`config.mk`:
```
export PLATFORM = sky130hd
export DESIGN_NAME = present16_enc
export DESIGN_NICKNAME = d
export VERILOG_FILES = /design/src/rtl/present16_pkg.sv /design/src/rtl/present16_sbox.sv /design/src/rtl/present16_state_path.sv /design/src/rtl/present16_key_path.sv /design/src/rtl/present16_enc.sv
export SDC_FILE = /design/constraint.sdc
export NUM_CORES = 1
export LEC_CHECK = 0
export ABC_AREA = 1
export BUFFER_PORTS_ARGS = -buffer_cell sky130_fd_sc_hd__buf_2
export CAP_MARGIN = 15
export CORE_UTILIZATION = 35
export CTS_CLUSTER_SIZE = 8
export DETAILED_ROUTE_END_ITERATION = 8
export PLACE_DENSITY = 0.6
export SLEW_MARGIN = 10
export SYNTH_ARGS = -nofsm -noshare
export SYNTH_HDL_FRONTEND = slang
export SYNTH_SLANG_ARGS = --single-unit
export TNS_END_PERCENT = 50
```
`constraint.sdc`:
```
create_clock -name clk -period 1.9 [get_ports clk]
set_clock_uncertainty 0.2 [all_clocks]
set_input_delay 0.475 -clock clk [delete_from_list [all_inputs] [get_ports clk]]
set_output_delay 0.475 -clock clk [all_outputs]
set_load 0.01 [all_outputs]
```
`src/rtl/present16_pkg.sv`:
```
package present16_pkg;

  typedef enum logic [1:0] {
    CTL_IDLE = 2'd0,
    CTL_RUN  = 2'd1,
    CTL_FIN  = 2'd2
  } ctl_t;

  function automatic logic [3:0] sub_nib(input logic [3:0] x);
    logic [3:0] y;
    case (x)
      4'h0: y = 4'hC;  4'h1: y = 4'h5;  4'h2: y = 4'h6;  4'h3: y = 4'hB;
      4'h4: y = 4'h9;  4'h5: y = 4'h0;  4'h6: y = 4'hA;  4'h7: y = 4'hD;
      4'h8: y = 4'h3;  4'h9: y = 4'hE;  4'hA: y = 4'hF;  4'hB: y = 4'h8;
      4'hC: y = 4'h4;  4'hD: y = 4'h7;  4'hE: y = 4'h1;  default: y = 4'h2;
    endcase
    return y;
  endfunction

endpackage

```
`src/rtl/present16_sbox.sv`:
```
module present16_sbox (
  input  logic [3:0] din,
  output logic [3:0] dout
);
  import present16_pkg::*;
  always_comb dout = sub_nib(din);
endmodule

```
`src/rtl/present16_state_path.sv`:
```
module present16_state_path #(
  parameter int BLK_W   = 64,
  parameter int SLICE_W = 16
) (
  input  logic               clk,
  input  logic               rst_n,
  input  logic               load,
  input  logic [BLK_W-1:0]   pt_in,
  input  logic [SLICE_W-1:0] rk_slice,
  input  logic               sub_en,
  input  logic               copy_en,
  input  logic               white_en,
  output logic [BLK_W-1:0]   state
);
  localparam int NIB  = SLICE_W / 4;
  localparam int LANE = BLK_W / 4;

  logic [BLK_W-1:0]   sr1_q, sr2_q;
  logic [SLICE_W-1:0] mix, sb;

  assign mix = sr1_q[BLK_W-1 -: SLICE_W] ^ rk_slice;

  for (genvar k = 0; k < NIB; k++) begin : g_sbox
    present16_sbox u_sb (.din(mix[4*k +: 4]), .dout(sb[4*k +: 4]));
  end

  // Lane b collects bit b of every S-box output; S-box k supplies nibble bit k.
  logic [BLK_W-1:0] sr2_shift;
  for (genvar b = 0; b < 4; b++) begin : g_lane
    logic [3:0] nib_in;
    for (genvar k = 0; k < NIB; k++) begin : g_bit
      assign nib_in[k] = sb[4*k + b];
    end
    assign sr2_shift[LANE*b +: LANE] = {sr2_q[LANE*b +: LANE-4], nib_in};
  end

  always_ff @(posedge clk or negedge rst_n) begin
    if (!rst_n) begin
      sr1_q <= '0;
      sr2_q <= '0;
    end else if (load) begin
      sr1_q <= pt_in;
    end else if (sub_en) begin
      sr1_q <= {sr1_q[BLK_W-SLICE_W-1:0], sr1_q[BLK_W-1 -: SLICE_W]};
      sr2_q <= sr2_shift;
    end else if (copy_en) begin
      sr1_q <= {sr1_q[BLK_W-SLICE_W-1:0], sr2_q[BLK_W-1 -: SLICE_W]};
      sr2_q <= {sr2_q[BLK_W-SLICE_W-1:0], {SLICE_W{1'b0}}};
    end else if (white_en) begin
      sr1_q <= {sr1_q[BLK_W-SLICE_W-1:0], mix};
    end
  end

  assign state = sr1_q;

  // copy-back moves the permutation register's top slice into the state.
  a_r1_copy_drain: assert property (@(posedge clk) disable iff (!rst_n)
    (copy_en && !load) |=> sr1_q[SLICE_W-1:0] == $past(sr2_q[BLK_W-1 -: SLICE_W]));

  // during substitution the state only rotates, keeping every bit.
  a_r1_sub_rotate: assert property (@(posedge clk) disable iff (!rst_n)
    (sub_en && !load) |=> $countones(sr1_q) == $countones($past(sr1_q)));
endmodule

```
`src/rtl/present16_key_path.sv`:
```
module present16_key_path #(
  parameter int KEY_W   = 128,
  parameter int SLICE_W = 16,
  parameter int RC_W    = 5
) (
  input  logic               clk,
  input  logic               rst_n,
  input  logic               load,
  input  logic [KEY_W-1:0]   key_in,
  input  logic               rot_en,
  input  logic               upd_en,
  input  logic [RC_W-1:0]    rnd,
  output logic [SLICE_W-1:0] rk_slice
);
  localparam int BACK = 3;   // 64 rotated minus 61 required
  localparam int CLO  = 62;  // low bit of the counter field

  logic [KEY_W-1:0] key_q, back_rot, upd;
  logic [7:0]       top_sub;

  assign back_rot = {key_q[BACK-1:0], key_q[KEY_W-1:BACK]};

  for (genvar s = 0; s < 2; s++) begin : g_ksbox
    present16_sbox u_ksb (.din(back_rot[KEY_W-8+4*s +: 4]), .dout(top_sub[4*s +: 4]));
  end

  always_comb begin
    upd = back_rot;
    upd[KEY_W-1 -: 8] = top_sub;
    upd[CLO +: RC_W]  = back_rot[CLO +: RC_W] ^ rnd;
  end

  always_ff @(posedge clk or negedge rst_n) begin
    if (!rst_n)       key_q <= '0;
    else if (load)    key_q <= key_in;
    else if (rot_en)  key_q <= {key_q[KEY_W-SLICE_W-1:0], key_q[KEY_W-1 -: SLICE_W]};
    else if (upd_en)  key_q <= upd;
  end

  assign rk_slice = key_q[KEY_W-1 -: SLICE_W];

  // the 16-bit rotation brings the next key slice to the tap.
  a_r7_key_rotate: assert property (@(posedge clk) disable iff (!rst_n)
    (rot_en && !load) |=> rk_slice == $past(key_q[KEY_W-SLICE_W-1 -: SLICE_W]));

  // counter field after update equals the back-rotated bits XOR the round number.
  a_r7_counter_xor: assert property (@(posedge clk) disable iff (!rst_n)
    (upd_en && !rot_en && !load) |=>
      key_q[CLO +: RC_W] == ($past(key_q[CLO+BACK +: RC_W]) ^ $past(rnd)));
endmodule

```
`src/rtl/present16_enc.sv`:
```
module present16_enc #(
  parameter int ROUNDS = 31
) (
  input  logic         clk,
  input  logic         rst_n,
  input  logic         start,
  input  logic [63:0]  plaintext,
  input  logic [127:0] key,
  output logic [63:0]  ciphertext,
  output logic         done
);
  import present16_pkg::*;

  localparam int BLK_W   = 64;
  localparam int KEY_W   = 128;
  localparam int SLICE_W = 16;
  localparam int SLICES  = BLK_W / SLICE_W;
  localparam int PH_W    = $clog2(2 * SLICES);
  localparam int RC_W    = 5;

  ctl_t             ctl_q;
  logic [PH_W-1:0]  phase_q;
  logic [RC_W-1:0]  rnd_q;
  logic             done_q;

  logic load, sub_en, copy_en, white_en, rot_en, upd_en, busy;
  logic [SLICE_W-1:0] rk_slice;

  assign busy     = (ctl_q != CTL_IDLE);
  assign load     = (ctl_q == CTL_IDLE) && start;
  assign sub_en   = (ctl_q == CTL_RUN) && (phase_q <  PH_W'(SLICES));
  assign copy_en  = (ctl_q == CTL_RUN) && (phase_q >= PH_W'(SLICES));
  assign white_en = (ctl_q == CTL_FIN);
  assign rot_en   = sub_en || white_en;
  assign upd_en   = (ctl_q == CTL_RUN) && (phase_q == PH_W'(SLICES));

  always_ff @(posedge clk or negedge rst_n) begin
    if (!rst_n) begin
      ctl_q   <= CTL_IDLE;
      phase_q <= '0;
      rnd_q   <= '0;
      done_q  <= 1'b0;
    end else begin
      done_q <= 1'b0;
      case (ctl_q)
        CTL_IDLE: if (start) begin
          ctl_q   <= CTL_RUN;
          phase_q <= '0;
          rnd_q   <= RC_W'(1);
        end
        CTL_RUN: begin
          phase_q <= phase_q + 1'b1;
          if (phase_q == PH_W'(2 * SLICES - 1)) begin
            phase_q <= '0;
            if (rnd_q == RC_W'(ROUNDS)) ctl_q <= CTL_FIN;
            else                        rnd_q <= rnd_q + 1'b1;
          end
        end
        CTL_FIN: begin
          phase_q <= phase_q + 1'b1;
          if (phase_q == PH_W'(SLICES - 1)) begin
            ctl_q   <= CTL_IDLE;
            phase_q <= '0;
            done_q  <= 1'b1;
          end
        end
        default: ctl_q <= CTL_IDLE;
      endcase
    end
  end

  present16_state_path #(.BLK_W(BLK_W), .SLICE_W(SLICE_W)) u_state (
    .clk(clk), .rst_n(rst_n), .load(load), .pt_in(plaintext),
    .rk_slice(rk_slice), .sub_en(sub_en), .copy_en(copy_en),
    .white_en(white_en), .state(ciphertext)
  );

  present16_key_path #(.KEY_W(KEY_W), .SLICE_W(SLICE_W), .RC_W(RC_W)) u_key (
    .clk(clk), .rst_n(rst_n), .load(load), .key_in(key),
    .rot_en(rot_en), .upd_en(upd_en), .rnd(rnd_q), .rk_slice(rk_slice)
  );

  assign done = done_q;

  // done lasts one clock.
  a_r2_done_pulse: assert property (@(posedge clk) disable iff (!rst_n)
    done |=> !done);

  // done only follows the last whitening clock.
  a_r2_done_source: assert property (@(posedge clk) disable iff (!rst_n)
    $rose(done) |-> $past(ctl_q == CTL_FIN && phase_q == PH_W'(SLICES - 1)));

  // a start while busy leaves the round number untouched mid-round.
  a_r3_busy_ignore: assert property (@(posedge clk) disable iff (!rst_n)
    (ctl_q == CTL_RUN && phase_q != PH_W'(2 * SLICES - 1) && start) |=> $stable(rnd_q));

  // idle without start keeps the result.
  a_r5_hold: assert property (@(posedge clk) disable iff (!rst_n)
    (!busy && !start) |=> $stable(ciphertext));

  // the round number stays within 1..ROUNDS while busy.
  a_r7_rnd_range: assert property (@(posedge clk) disable iff (!rst_n)
    busy |-> (rnd_q >= RC_W'(1) && rnd_q <= RC_W'(ROUNDS)));
endmodule

```
# == Word-level counts from Yosys, hierarchy flattened ==
# Memories as Yosys holds them, arrays and structs flattened.
# Cells that the tools add are included.
# word_totals
elab_cells,70
out_inout_bits,65
memories,6
reg_bits,267
input_bits,195
mem_bits_ro,384
# mem_list
memory,depth,word_bits,rd,rd_clocked_by_memory_dff,wr,line,text
(no name shown),16,4,1,0,0,present16_pkg.sv:11,case (x)
(no name shown),16,4,1,0,0,present16_pkg.sv:11,
(no name shown),16,4,1,0,0,present16_pkg.sv:11,
(no name shown),16,4,1,0,0,present16_pkg.sv:11,
(no name shown),16,4,1,0,0,present16_pkg.sv:11,
(no name shown),16,4,1,0,0,present16_pkg.sv:11,
# classes
addsub,2
eq_ne,11
mux,24
reduce_logical,15
n_lt_le_gt_ge,2
n_bitwise,3
# op_table
op,n
128-bit two-way mux,3
64-bit two-way mux,6
16-bit XOR,1
5-bit two-way mux,3
5-bit case mux with 2 select lines,1
3-bit two-way mux,3
3-bit case mux with 3 select lines,1
2-bit two-way mux,4
4-bit AND reduction,2
"3-bit equality test, second input constant",2
"2-bit by 1-bit != test with 1-bit output, second input constant",3
2-bit case mux with 3 select lines,1
3-bit nonzero test,2
"5-bit by 1-bit adder with 5-bit output, second input constant",1
"5-bit equality test, second input constant",1
5-bit XOR,1
1-bit logical AND,4
"2-bit != test, second input constant",2
2-bit AND reduction,2
2-bit nonzero test,2
4-bit nonzero test,1
"3-bit by 1-bit adder with 3-bit output, second input constant",1
"3-bit by 2-bit equality test with 1-bit output, second input constant",1
"3-bit greater-or-equal comparator, second input constant",1
7 further kinds,8

# == Logic depth before layout (Yosys ltp) ==
# logic_depth
ltp_word,5
depth_mapped,12
mapped_depth_nobuf,12

# == By module ==
# From an unflattened synthesis, not the netlist that was laid out.
# unflattened
cells_unflattened,2336
area_unflattened_um2,16360.7
# by_module_without_submodules
mod,area_each_um2,cells_per_inst,seq_area_each_um2,instances
present16_key_path,7871.3,1157,3203.1,1
present16_state_path,6436.2,835,3203.1,1
present16_sbox (u_key.g_ksbox[0].u_ksb ...),216.5,41,0.0,5
present16_enc,754.5,99,275.3,1
present16_sbox (u_state.g_sbox[0].u_sb),216.5,40,0.0,1

# == Worst setup path after synthesis ==
# No wires, ideal clock.
# synth_timing
path_type,reg-to-reg
start,register ctl_q[0]
end,register u_key.key_q[84]
path_stages_with_launch,9
arrival_time_ps,1615
required_time_ps,1576
slack_ps,-39
setup_ps,124
synth_period_minus_slack_ps,1939
n_path_buf,2
path_cell_list,dfrtp_1 -> inv_1 -> ha_1 -> nand2_1 -> clkbuf_1 -> clkbuf_1 -> nand3_1 -> o211ai_1 -> nand2_1
# synth_via
elab_chain_len,5
elab_cells_between_ends,10
classes_between,eq/ne (2); mux (2); reduce/logical (6)
# synth_lines
element,line,text
from (decl),present16_enc.sv:21,ctl_t ctl_q;
from (signal assigned),present16_enc.sv:39,ctl_q <= CTL_IDLE;
from (signal assigned),present16_enc.sv:47,ctl_q <= CTL_RUN;
from (signal assigned),present16_enc.sv:55,if (rnd_q == RC_W'(ROUNDS)) ctl_q <= CTL_FIN;
2-bit by 1-bit equality test with 1-bit output,"present16_enc.sv:31, present16_enc.sv:35",
1-bit logical AND,present16_enc.sv:31,assign sub_en = (ctl_q == CTL_RUN) && (phase_q < PH_W'(SLICES));
1-bit logical OR,present16_enc.sv:34,assign rot_en = sub_en || white_en;
128-bit two-way mux,present16_key_path.sv:36,"else if (rot_en) key_q <= {key_q[KEY_W-SLICE_W-1:0], key_q[KEY_W-1 -: SLICE_W]};"
128-bit two-way mux,present16_key_path.sv:35,else if (load) key_q <= key_in;
to (signal assigned),present16_key_path.sv:35,
to (signal assigned),present16_key_path.sv:36,
to (signal assigned),present16_key_path.sv:37,else if (upd_en) key_q <= upd;
to (decl),present16_key_path.sv:18,"logic [KEY_W-1:0] key_q, back_rot, upd;"
# Several ways; a longest one is shown, not always the timed one.
# A chain may end at the register's enable or synchronous reset.

# == Final worst setup path ==
# layout_timing
start,register ctl_q[1]
end,register u_key.key_q[126]
# Same word-level chain as after synthesis.

==> results.yml <==
layout:
  num_antenna_cells: 0
  fin_area_um2: 21500
  area_growth_pct: 39.53
  drive_above_1_share_pct: 22.27
  final_nets: 2824
  fin_cells: 3176
  filler_cell_count: 4202
logic_synthesis:
  synth_common_cells: "nand2_1 (754), o21ai_0 (335), dfrtp_1 (267)"
  synthesis.area_per_instance_um2: 7.245
  post_synthesis_cell_count: 2127
  yosysTopAreaCellShare_pct: 43.36
  syn-cell-area_um2: 15410
  synth-seq-area-share_pct: 43.36
  netlist_top_cells_area: "dfrtp_1 (43%), nand2_1 (18%), o21ai_0 (11%)"
  synthesis.yosys.warnings: 0
  yosys_most_used_dff: "dfrtp_1"
  post-synth-top-count-cell: "nand2_1"
  synth_fp_nets: 2363
  synth_top_area_cell: "dfrtp_1"
  async_reset_ff_share_pct: 100.0
  synth_edf_count: 0
  post_synth_num_cell_types: 31
  ys_seq_elements: 267
worst_setup_path:
  worstPathMaxFanout: 19
  cp_slowest_cell: "dfrtp_1"
  critPathCaptureType: "register"
  startpoint_type: "register"
  critical_path.max_stage_delay_ps: 400
  critical-path-top-delay-family: "buffers and inverters"
  worstReg2RegStart: "ctl_q[1]"
  path_class: "register to register"
  regToRegEndpoint: "u_key.key_q[126]"
  cp.buffers_inverters: 4
  reg2reg_setup_slack_ps: -70
  r2r_cells: 11
  worstPathArrival_ps: 2190
  critical_path_required_time_ps: 2120
  worst_path_cell_trace: "buf_6 -> ha_4 -> inv_4 -> nand2_8 -> nor2_4 -> nand2_4 -> inv_8 -> buf_12 -> nor2_1 -> o21ai_0 -> nand2_1"
  depth_of_the_critical_timing_path_with_buffers_and_inverters_included: 11
routing:
  final_antenna_net_count: 0
  final_routed_wirelength_mm: 59.11
  drt_drc_violations_left: 0
  viasPerCell: 5.255
  avgRoutedWirePerCell_um: 18.61
  route.vias.total: 16690
  drt_iter0_drc: 1639
  detail_route.first_pass.iterations: 5
outcome:
  run_status: "finished with violations"
  violated_checks: "negative setup slack"
cts:
  max-clock-path-buffers: 3
  cts_made_buffers: 39
  clock_tree.root_cell: "clkbuf_16"
  cts.reportedPaths.clkPinSlew_ps: 50
  clock_tree_from_tritoncts: "built"
  htreeDepth: 2
  clock_latency_ps: 560
  clock-sinks: 267
min_path:
  holdCritStartpoint: "plaintext[55]"
  min-delay-path-class: "input port to register"
  timing.hold.worst_path_depth: 3
  hold_end: "u_state.state[55]"
floorplanning:
  core_um2: 43270
  row_count: 76
  floorplan.io_pins: 260
  die-area_um2: 44870
  initial_utilization_pct: 35.62
  die_width_um: 211.8
  die_h_um: 211.8
timing:
  setup_violations: 111
  min_period_over_period_pct: 103.5
  hold_violations: 0
  timing.fmax_mhz: 508.6
  normalized_max_slew_margin_pct: 76.17
  number_of_slew_limit_violations_in_the_final_report: 0
  final_period_minus_worst_setup_slack_ps: 1966
  fin_ws_ps: -66.00
  rsz0062_at_grt: "true"
  max_slew.worst_pin.slew_ps: 353.8
grt:
  track_usage_pct: 25.55
  first_global_vias: 16130
  grt.overflow.total: 0
  grt_start_max_net_pins: 80
  wire_length_of_the_first_global_routing_pass_mm: 88.44
  grt_antenna_before_repair: 3
placed_design:
  hpwl_mm: 40.76
  place.detailed.instances: 2990
  gp_congestion: 0.9199
  placed_cell_area_um2: 18340
  portBuffers: 259
pwr:
  static-leakage-power_nw: 10.62
  ir_worst_vdd_uv: 795.8
  power.density_nw_per_um2: 2064
job:
  drv_cap: 0
[final cells by class]
cell class | count | area [um^2] | share of cell area, %
flip-flops and latches | 267 | 6691 | 31.12
well taps | 585 | 732.0 | 3.404
repair buffers | 561 | 4705 | 21.88
multi-input cells | 1563 | 7726 | 35.93
inverters | 156 | 603.1 | 2.805
clock buffers | 41 | 1015 | 4.719
clock inverters | 3 | 30.03 | 0.1397
[cell families (layout without fill, tap and decap cells)]
kind of cell	after synthesis	in the layout	synth area share, %
xor gates and xnor gates	9	9	0.5116
buffers and inverters	297	761	8.452
AOI/OAI and AO/OA	511	511	18.21
DFF	267	267	43.36
and+or+nand+nor	1002	1002	26.14
adders and majority gates	41	41	3.329
[per-stage QoR]
step | hold WS [ps] | setup WS [ps] | utilization [%] | power (mW) | setup TNS [ps]
detailed placement | 158.0 | -215.8 | 42.38 | 33.90 | -31380
global placement | 159.8 | -155.7 | 42.38 | 33.48 | -18030
floorplan | -20.59 | -11.71 | - | 25.00 | -21.62
global route | 5.142 | -158.2 | 49.70 | 47.74 | -17300
finish | 0.4400 | -66.00 | 49.70 | 44.37 | -2932
CTS | 0.1728 | -50.97 | 48.90 | 42.90 | -1566
[per-layer routing]
layer | GRT usage (%) | up-vias | wire length (um)
met5 | 0 | - | 52
li1 | - | 7898 | -
met1 | 33.70 | 7951 | 25080
met3 | 4.050 | 145 | 3961
met4 | 11.89 | 6 | 2439
met2 | 41.00 | 689 | 27570
[power by group]
part | internal [mW] | total (mW) | switching [mW]
Sequential | 8.55 | 11.0 | 2.43
Combinational | 11.3 | 27.0 | 15.8
Clock | 3.74 | 6.34 | 2.60
Total | 23.6 | 44.4 | 20.8
[layout by cell type, fill, tap and decap left out, types with 6 or more instances in the layout]
master and count:
buf_2 256, o21ai_2 23, buf_6 22, buf_16 10, ha_1 35, o21ai_0 199, buf_8 7, o22ai_1 13
buf_12 34, dlygate4sd3_1 111, nand2_2 10, dfrtp_1 259, o211ai_1 90, nor2_1 70, a21oi_1 59, inv_1 144
o21ai_1 121, nand2_1 741, clkbuf_16 44, buf_4 116, nand3_1 145, inv_2 6, xnor2_1 7, dfrtp_2 8
nand4_1 9
[state kept, by name, indices dropped and copies added (netlist names)]
register,count
u_key.key_q,128
phase_q,3
u_state.state,64
rnd_q,5
ctl_q,2
done,1
u_state.sr2_q,64
[worst register-to-register path, cell delays in order, from the launching register on]
cell and delay (ps):
dfrtp_1 400, buf_6 130, ha_4 180, inv_4 90, nand2_8 70, nor2_4 110, nand2_4 130, inv_8 150
buf_12 170, nor2_1 50, o21ai_0 80, nand2_1 80
[what timing repair did]
item                                    CTS  global route
endpoints found under the setup margin  237           226
pin swaps                                25            27
setup buffers                            17             6
hold buffers                            110             1
endpoints found under the hold margin   326             1
cloned                                    8             4
gates resized for setup                 137           137
[worst max path at each step]
stage,slack (ps),endpoint,start
final,-70,u_key.key_q[126],ctl_q[1]
after global routing,-160,u_key.key_q[126],ctl_q[1]
after CTS,-50,ciphertext[49],u_state.state[49]
after detailed placement,-220,u_key.key_q[31],ctl_q[0]
after global placement,-160,u_state.state[62],ctl_q[0]
after floorplan,-10,rnd_q[0],ctl_q[1]
No activity file was read; power rests on OpenSTA's default activity.
